[config.mk]
export PLATFORM = sky130hd
export DESIGN_NAME = rtc_irq_ctrl
export DESIGN_NICKNAME = d
export VERILOG_FILES = /design/src/rtl/rtc_irq_pkg.sv /design/src/rtl/rtc_irq_access.sv /design/src/rtl/rtc_irq_ctrlreg.sv /design/src/rtl/rtc_irq_flags.sv /design/src/rtl/rtc_irq_pin.sv /design/src/rtl/rtc_irq_ctrl.sv
export SDC_FILE = /design/constraint.sdc
export NUM_CORES = 1
export LEC_CHECK = 0
export ABC_CLOCK_PERIOD_IN_PS = 1100
export BUFFER_PORTS_ARGS = -buffer_cell sky130_fd_sc_hd__buf_2
export CAP_MARGIN = 20
export CORE_MARGIN = 1.5
export CORE_UTILIZATION = 40
export CTS_CLUSTER_DIAMETER = 30
export DETAILED_ROUTE_END_ITERATION = 8
export PLACE_DENSITY_LB_ADDON = 0.2
export SYNTH_ARGS = -nofsm -noshare
export SYNTH_HDL_FRONTEND = slang
export SYNTH_SLANG_ARGS = --single-unit
[constraint.sdc]
create_clock -name clk -period 1.1 [get_ports clk]
set_input_delay 0.11 -clock clk [delete_from_list [all_inputs] [get_ports clk]]
set_output_delay 0.11 -clock clk [all_outputs]
set_load 0.02 [all_outputs]
[src/rtl/rtc_irq_pkg.sv]
package rtc_irq_pkg;
  localparam int DW       = 8;
  localparam int AW       = 4;
  localparam int NSRC     = 3;
  localparam int SRC_LSB  = 4;
  localparam int SUM_BIT  = 7;
  localparam logic [AW-1:0] ADDR_CTRL = 4'hB;
  localparam logic [AW-1:0] ADDR_STAT = 4'hC;
  localparam logic [DW-1:0] ENA_MASK  = ((DW'(1) << NSRC) - DW'(1)) << SRC_LSB;

  typedef enum logic [1:0] {
    SRC_UPDATE   = 2'd0,
    SRC_ALARM    = 2'd1,
    SRC_PERIODIC = 2'd2
  } src_e;

  typedef struct packed {
    logic       wr_ctrl;
    logic       rd_ctrl;
    logic       rd_stat;
  } host_op_t;
endpackage

[src/rtl/rtc_irq_access.sv]
module rtc_irq_access
  import rtc_irq_pkg::*;
(
  input  logic          clk,
  input  logic          rst_n,
  input  logic          sys_reset,
  input  logic          batt_ok,
  input  logic [AW-1:0] reg_sel,
  input  logic          reg_wr,
  input  logic          reg_rd,
  output logic          locked,
  output host_op_t      op
);
  logic lock_q, lock_d;
  logic open_access;

  always_comb begin
    lock_d = lock_q;
    if (sys_reset) lock_d = ~batt_ok;
  end

  always_ff @(posedge clk or negedge rst_n) begin
    if (!rst_n) lock_q <= 1'b0;
    else        lock_q <= lock_d;
  end

  assign locked      = lock_q;
  assign open_access = ~lock_q & ~sys_reset;

  always_comb begin
    op.wr_ctrl = open_access & reg_wr & (reg_sel == ADDR_CTRL);
    op.rd_ctrl = open_access & reg_rd & (reg_sel == ADDR_CTRL);
    op.rd_stat = open_access & reg_rd & (reg_sel == ADDR_STAT);
  end
endmodule

[src/rtl/rtc_irq_ctrlreg.sv]
module rtc_irq_ctrlreg
  import rtc_irq_pkg::*;
(
  input  logic          clk,
  input  logic          rst_n,
  input  logic          sys_reset,
  input  logic          batt_ok,
  input  logic          we,
  input  logic [DW-1:0] wdata,
  output logic [DW-1:0] ctrl,
  output logic [NSRC-1:0] enables
);
  logic [DW-1:0] ctrl_q, ctrl_d;
  logic          ctrl_en;

  assign ctrl_en = sys_reset | we;

  always_comb begin
    ctrl_d = ctrl_q;
    if (sys_reset) begin
      if (batt_ok) ctrl_d = ctrl_q & ~ENA_MASK;
      else         ctrl_d = '0;
    end else if (we) begin
      ctrl_d = wdata;
    end
  end

  always_ff @(posedge clk or negedge rst_n) begin
    if (!rst_n)       ctrl_q <= '0;
    else if (ctrl_en) ctrl_q <= ctrl_d;
  end

  assign ctrl    = ctrl_q;
  assign enables = ctrl_q[SRC_LSB +: NSRC];
endmodule

[src/rtl/rtc_irq_flags.sv]
module rtc_irq_flags
  import rtc_irq_pkg::*;
(
  input  logic            clk,
  input  logic            rst_n,
  input  logic            sys_reset,
  input  logic            rd_clear,
  input  logic [NSRC-1:0] events,
  input  logic [NSRC-1:0] enables,
  output logic [NSRC-1:0] flags,
  output logic            summary
);
  logic [NSRC-1:0] flag_q, flag_d;

  for (genvar i = 0; i < NSRC; i++) begin : g_src
    always_comb begin
      if (sys_reset)     flag_d[i] = 1'b0;
      else if (rd_clear) flag_d[i] = events[i];
      else               flag_d[i] = flag_q[i] | events[i];
    end

    always_ff @(posedge clk or negedge rst_n) begin
      if (!rst_n) flag_q[i] <= 1'b0;
      else        flag_q[i] <= flag_d[i];
    end
  end

  assign flags   = flag_q;
  assign summary = |(flag_q & enables);
endmodule

[src/rtl/rtc_irq_pin.sv]
module rtc_irq_pin (
  input  logic summary,
  input  logic locked,
  input  logic route_8,
  input  logic invert,
  output logic irq_out,
  output logic irq_oe
);
  logic flip;

  assign flip    = route_8 & invert;
  assign irq_out = summary ^ flip;
  assign irq_oe  = ~locked;
endmodule

[src/rtl/rtc_irq_ctrl.sv]
module rtc_irq_ctrl
  import rtc_irq_pkg::*;
(
  input  logic          clk,
  input  logic          rst_n,
  input  logic          sys_reset,
  input  logic          batt_ok,
  input  logic          evt_periodic,
  input  logic          evt_alarm,
  input  logic          evt_update,
  input  logic [AW-1:0] reg_sel,
  input  logic          reg_wr,
  input  logic          reg_rd,
  input  logic [DW-1:0] reg_wdata,
  output logic [DW-1:0] reg_rdata,
  input  logic          irq_route_8,
  input  logic          irq_invert,
  output logic          irq_out,
  output logic          irq_oe
);
  host_op_t        op;
  logic            locked;
  logic [DW-1:0]   ctrl;
  logic [NSRC-1:0] enables;
  logic [NSRC-1:0] events;
  logic [NSRC-1:0] flags;
  logic            summary;
  logic [DW-1:0]   status;

  always_comb begin
    events = '0;
    events[SRC_UPDATE]   = evt_update;
    events[SRC_ALARM]    = evt_alarm;
    events[SRC_PERIODIC] = evt_periodic;
  end

  rtc_irq_access u_access (
    .clk(clk), .rst_n(rst_n), .sys_reset(sys_reset), .batt_ok(batt_ok),
    .reg_sel(reg_sel), .reg_wr(reg_wr), .reg_rd(reg_rd),
    .locked(locked), .op(op)
  );

  rtc_irq_ctrlreg u_ctrl (
    .clk(clk), .rst_n(rst_n), .sys_reset(sys_reset), .batt_ok(batt_ok),
    .we(op.wr_ctrl), .wdata(reg_wdata), .ctrl(ctrl), .enables(enables)
  );

  rtc_irq_flags u_flags (
    .clk(clk), .rst_n(rst_n), .sys_reset(sys_reset), .rd_clear(op.rd_stat),
    .events(events), .enables(enables), .flags(flags), .summary(summary)
  );

  rtc_irq_pin u_pin (
    .summary(summary), .locked(locked), .route_8(irq_route_8),
    .invert(irq_invert), .irq_out(irq_out), .irq_oe(irq_oe)
  );

  always_comb begin
    status = '0;
    status[SRC_LSB +: NSRC] = flags;
    status[SUM_BIT]         = summary;
  end

  always_comb begin
    reg_rdata = '0;
    if (op.rd_ctrl)      reg_rdata = ctrl;
    else if (op.rd_stat) reg_rdata = status;
  end
endmodule

==> impl_metrics.toml, run 1 <==
[status]
status = "finished with violations"
violations = "negative setup slack"

[critical_path]
critPathSlowestCell = "or3b_4"
rrSetupSlack_ps = -150
arrival_ps = 1570
reg2reg_depth = 4
end_kind = "primary output"
path_max_fanout = 5
r2r_end = "u_flags.flags[0]"
cp.required_ps = 990
crit_path_cell_trace = "or3b_4 > nor2b_4 > and2_2 > buf_4"
worstReg2RegStart = "u_access.locked"
worstSetupPathType = "register to primary output"
start_kind = "register"
critPathMaxStageDelay_ps = 430

[die]
io_pins = 33
rows = 14
die_w_um = 44.93
core_um2 = 1577
start_util = 0.4460
dieHeight_um = 44.93
dieArea_um2 = 2018

[clock_network]
clkSinkCount = 12
cts_max_level = 1
cts_buffers = 3
insertion_delay_ps = 270
cts_tree = "built"
cts.path.max_buffers = 2
path_clk_slew_ps = 70
root_buffer = "clkbuf_4"

[sta]
worst_pin_slew_ps = 359.8
setup_viol = 19
hold_violations = 0
setup_ws_ps = -580.4
max_freq_mhz = 595.1
clock_skew_ps = 2.790
grt_setup_unrepaired = "true"
relSlewSlack = 0.7601
maxSlewViolCount = 0
fin_crit_sh = 1.528
finalCriticalPeriod_ps = 1680

[logic_synthesis]
ys_ff_latch = 12
synth_cells = 69
syn-num-nets = 92
yosys.area.top_type = "dfrtp_1"
synth_area_per_cell_um2 = 10.19
yosys.cell_types.count = 22
synthesis.area_um2 = 703.2
synth_top_area_frac = 0.4270
ys_seq_area_frac = 0.4270
synth_warnings = 0
synthTopCellsByArea = "dfrtp_1, mux2i_1, inv_1, mux2_2, nor2b_4"

[placed_design]
place_area_um2 = 992.2
gp_congestion = 0.7623
pre_cts_slack_ps = -287.3
port_buffers = 32
dp_hpwl_mm = 1.304
placedCellCount = 128

[drt]
wire_per_inst_um = 12.84
wl_mm = 1.734
viasPerCell = 5.059
drc = 0
initialDrtViolationCount = 10
via_count = 683
drtPass1Iterations = 4
drt.antenna.violating_nets = 0

[power_and_ir_drop]
p_per_area_nw_per_um2 = 790.5
p_sw_mw = 0.2330
peakVddDrop_mv = 0.5413
p_comb_frac = 0.205
p_sw_frac = 0.2546
share_seq_of_total_power = 0.509
clkPwrFrac = 0.287
leakage_nw = 0.6248
internal_power_mw = 0.6819

[layout]
layout.area.seq_um2 = 300.3
fill_cells = 139
final_area_um2 = 1157
diodes = 0
final_cells = 135
nets = 144
final_layout_size_suffix_gt1_frac = 0.6387
area_growth_pct = 64.59
multiInputGateArea_um2 = 412.9

[global_route]
grt_usage = 0.1865
grt_pass1_vias = 689
grt_overflow = 0
antenna_found_initial = 0
grt_max_degree = 13
grt_pass1_wl_mm = 2.649

[worst_hold_path]
worstHoldEndpoint = "u_ctrl.ctrl[1]"
hp-class = "input pin to register"
hp-start = "reg_wdata[1]"
holdPathStages = 3

[run]
maxCapViolations = 0
==> worst max-delay path, delay by kind of cell (launching register included) <==
family	cells	cell delay, ps
and+or+nand+nor	3	800
DFF	1	370
buffers and inverters	1	130
==> cells in the final DEF (no fill, tap or decap), drive strengths merged <==
master / count
a211oi: 3
a222oi: 1
a22o: 1
a22oi: 3
and2: 4
and2b: 3
and4b: 1
and4bb: 1
buf: 48
clkbuf: 3
dfrtp: 12
dlygate4sd3: 1
inv: 10
mux2: 3
mux2i: 5
nand2: 6
nand2b: 1
nand3: 1
nor2: 7
nor2b: 2
o21ai: 1
or3b: 1
xor2: 1
==> routing by layer <==
metal  track usage  routed length [um]  vias to the layer above  part of all wire
li1              -                   -                      330                 -
met1        0.1995                 722                      327              0.42
met2        0.3286                 911                       24              0.53
met3       0.04400                  90                        2             0.052
met4        0.1118                   9                        0            0.0052
met5             0                   0                        -                 0
==> area by class of cell <==
| cell class | instances | share of cell area |
|---|---|---|
| well taps | 16 | 0.01730 |
| flip-flops and latches | 12 | 0.2595 |
| clock buffers | 3 | 0.01946 |
| repair buffers | 49 | 0.3146 |
| multi-input cells | 45 | 0.3568 |
| inverters | 10 | 0.03243 |
==> power groups by stage <==
stage / clock (mW) / combinational (mW) / sequential (mW)
3_5_place_dp: 0 / 0.153 / 0.473
3_3_place_gp: 0 / 0.150 / 0.473
2_1_floorplan: 0 / 0.0662 / 0.473
4_1_cts: 0.269 / 0.179 / 0.465
6_report: 0.262 / 0.187 / 0.465
5_1_grt: 0.291 / 0.204 / 0.467
==> worst max path at each step <==
stage | depth (start not counted) | slack, ps | end | start
2_1_floorplan | 2 | -190 | irq_out | u_ctrl.ctrl[6]
3_3_place_gp | 4 | -290 | irq_out | u_ctrl.ctrl[6]
3_5_place_dp | 4 | -290 | reg_rdata[1] | u_access.locked
4_1_cts | 4 | -560 | reg_rdata[1] | u_access.locked
5_1_grt | 4 | -640 | irq_out | u_ctrl.ctrl[6]
6_report | 4 | -580 | reg_rdata[1] | u_access.locked
==> kinds of logic after synthesis <==
logic type      Yosys count  share of synthesized area
simple gates             27                     0.2634
buf+inv                  12                    0.08008
flops                    12                     0.4270
compound gates            9                    0.09786
mux                       8                     0.1192
xor+xnor                  1                    0.01246
==> cells in the mapped netlist <==
cell type   n
and2b_2     3
mux2_2      3
and2_1      4
mux2i_1     5
nor2_1      7
nand2b_1    1
buf_6       1
and4bb_2    1
a22oi_1     3
or3b_4      1
xor2_1      1
a211oi_1    3
inv_1      10
nand3_4     1
and4b_1     1
o21ai_0     1
dfrtp_1    12
buf_4       1
nand2_1     6
nor2b_4     2
a222oi_1    1
a22o_1      1
==> metrics by stage <==
stage,TNS [ps],hold slack [ps],power (mW),util
after global placement,-3114,2.932,0.6223,0.6294
after global routing,-6538,67.87,0.9613,0.7341
after CTS,-5326,64.45,0.9127,0.7095
after detailed placement,-3434,-1.463,0.6267,0.6294
final,-5431,66.84,0.9148,0.7341
after floorplan,-1395,-185.6,0.5393,-
==> state kept, by name (all words and copies together) (netlist names) <==
| signal | count |
|---|---|
| u_flags.flags | 3 |
| u_access.locked | 1 |
| u_ctrl.ctrl | 8 |
==> what timing repair did <==
action | CTS | global route
pin swaps | 4 | 7
buffers inserted | 3 | 1
endpoints found under the hold margin | 12 | 0
endpoints found under the setup margin | 20 | 21
hold buffers | 1 | 0
resized for setup | 23 | 12
(Power assumes the default switching activity.)
==> run 2: changes to the inputs <==
Settings changed: ABC_AREA from default to 1.
==> impl_metrics.toml, run 2 <==
[placed_design]
dp_hpwl_mm = 1.444
gp_congestion = 0.8181
placedCellCount = 152
port_buffers = 32

[global_route]
grt_overflow = 0
grt_pass1_wl_mm = 3.284
grt_usage = 0.2358
antenna_found_initial = 0
grt_max_degree = 13
grt_pass1_vias = 794

[worst_hold_path]
holdPathStages = 3
worstHoldEndpoint = "u_ctrl.ctrl[2]"
hp-class = "input pin to register"
hp-start = "reg_wdata[2]"

[logic_synthesis]
synth_warnings = 0
synthSimpleGateAreaFrac = 0.4138
synth_cells = 91
synthesis.area_um2 = 689.4
yosys.area.top_type = "dfrtp_1"
synth_top_area_frac = 0.4356
synth-compound-area-share = 0.04356
synth-xor-area-share = 0.01270
synth_common_cells = "nand3_1, nand2_1, dfrtp_1, inv_1, nor2_1"
yosys.cell_types.count = 17
synth_area_per_cell_um2 = 7.576
ys_ff_latch = 12
postSynth.asyncResetShare = 1.000
synth_top_family_by_area = "simple AND/OR/NAND/NOR gates"
synthMuxAreaShare = 0
synth_edf_count = 0
syn-num-nets = 114
synthTopCellsByArea = "dfrtp_1, nand3_1, nand2_1, inv_1, nor2_4"
synth_fa_ha_area_frac = 0
ys_seq_area_frac = 0.4356
synth_ff_type = "dfrtp_1"
synth.most_common_cell = "nand3_1"

[clock_network]
cts_max_level = 1
cts_tree = "built"
root_buffer = "clkbuf_4"
clkSinkCount = 12
cts.path.max_buffers = 2
path_clk_slew_ps = 70
insertion_delay_ps = 280
cts_buffers = 3

[die]
rows = 14
start_util = 0.4422
io_pins = 33
dieArea_um2 = 1982
die_w_um = 44.52
core_um2 = 1559
dieHeight_um = 44.52

[power_and_ir_drop]
peakVddDrop_mv = 0.7645
leakage_nw = 0.6456
p_per_area_nw_per_um2 = 791.3

[drt]
drc = 1
drtPass1Iterations = 6
wl_mm = 2.066
initialDrtViolationCount = 24
drt.antenna.violating_nets = 0
wire_per_inst_um = 12.99
via_count = 825
viasPerCell = 5.189

[sta]
hold_violations = 0
clock_skew_ps = 0.4548
fin_crit_sh = 1.328
grt_setup_unrepaired = "true"
hold-worst-slack_ps = 56.82
max_freq_mhz = 684.7
worst_pin_slew_ps = 380.5
maxSlewViolCount = 0
relSlewSlack = 0.7463
setup_ws_ps = -360.5
setup_viol = 21
finalCriticalPeriod_ps = 1461

[critical_path]
rrSetupSlack_ps = -170
path_buf_inv = 2
worstSetupPathType = "register to primary output"
critPathMaxStageDelay_ps = 380
worstReg2RegStart = "u_access.locked"
reg2reg_depth = 8
r2r_end = "u_ctrl.ctrl[1]"
critPathSlowestCell = "dfrtp_1"
path_max_fanout = 5
arrival_ps = 1350
end_kind = "primary output"
cp.required_ps = 990
start_kind = "register"
path_delay_family = "flip-flops"
cp-startpoint = "u_access.locked"
crit_path_cell_trace = "inv_2 > nand2_4 > nor2_4 > nand2_2 > o21ai_4 > buf_6"

[layout]
area_growth_pct = 78.77
final_cells = 159
multiInputGateArea_um2 = 481.7
largest_reg_flops = 8
final_cell_mix = "buf_2, nand2_1, nand3_1, buf_4, dfrtp_1"
diodes = 0
layout.area.seq_um2 = 300.3
fill_cells = 104
post-route-util = 0.7905
nets = 168
layout.cells.most_common = "buf_2"
final_layout_size_suffix_gt1_frac = 0.6154

[status]
status = "finished with violations"
violations = "design-rule violations, negative setup slack"

[run]
maxCapViolations = 0
-- run 2: worst min-delay path, stage by stage --
cell     delay, ps
buf_2           80
nand3_2         60
nand2_1         60
-- run 2: final cells by class --
type                            instances  share of cell area
Tap cell                               16             0.01624
Sequential cell                        12              0.2437
Inverter                               13             0.03959
Clock buffer                            3             0.01827
Multi-Input combinational cell         65              0.3909
Timing Repair Buffer                   50              0.2914
-- run 2: power breakdown --
part | total, mW | switching, mW | internal (mW)
Clock | 0.280 | 0.153 | 0.127
Sequential | 0.467 | 0.0109 | 0.456
Combinational | 0.229 | 0.121 | 0.107
-- run 2: kinds of logic (layout without fill, tap and decap cells) --
family / count (synthesis) / in the layout
AND/OR/NAND/NOR: 57 / 58
buffers and inverters: 15 / 66
flip-flops: 12 / 12
AO/OA/AOI/OAI: 6 / 6
XOR/XNOR: 1 / 1
-- run 2: repair_timing --
item	4_1_cts	5_1_grt
gates cloned	1	0
pin swaps	5	16
hold buffers	1	0
setup buffers	2	1
gates resized for setup	27	12
endpoints found under the hold margin	12	0
endpoints found under the setup margin	20	21
-- run 2: how the worst max path moves through the flow --
stage,slack [ps],to,cells after the start
after floorplan,-80,reg_rdata[0],5
after global placement,-140,reg_rdata[0],6
after global routing,-440,reg_rdata[4],6
after detailed placement,-160,reg_rdata[0],6
final,-360,reg_rdata[7],6
after CTS,-380,reg_rdata[5],6
-- run 2: per-layer routing --
metal,vias up,global-route usage,part of all wire
met5,-,0,0
met4,0,0.1455,0.019
met3,5,0.04082,0.059
met2,33,0.4058,0.51
met1,391,0.2674,0.41
li1,396,-,-
-- run 2: through the flow --
stage	setup WS, ps	power (mW)	TNS [ps]	cell area [um2]
after global routing	-435.6	1.014	-6035	1232
after global placement	-135.6	0.6414	-861.2	1028
after floorplan	-84.53	0.5497	-410.2	752.0
after detailed placement	-159.0	0.6484	-1196	1028
after CTS	-378.3	0.9578	-3569	1171
final	-360.5	0.9752	-4645	1232
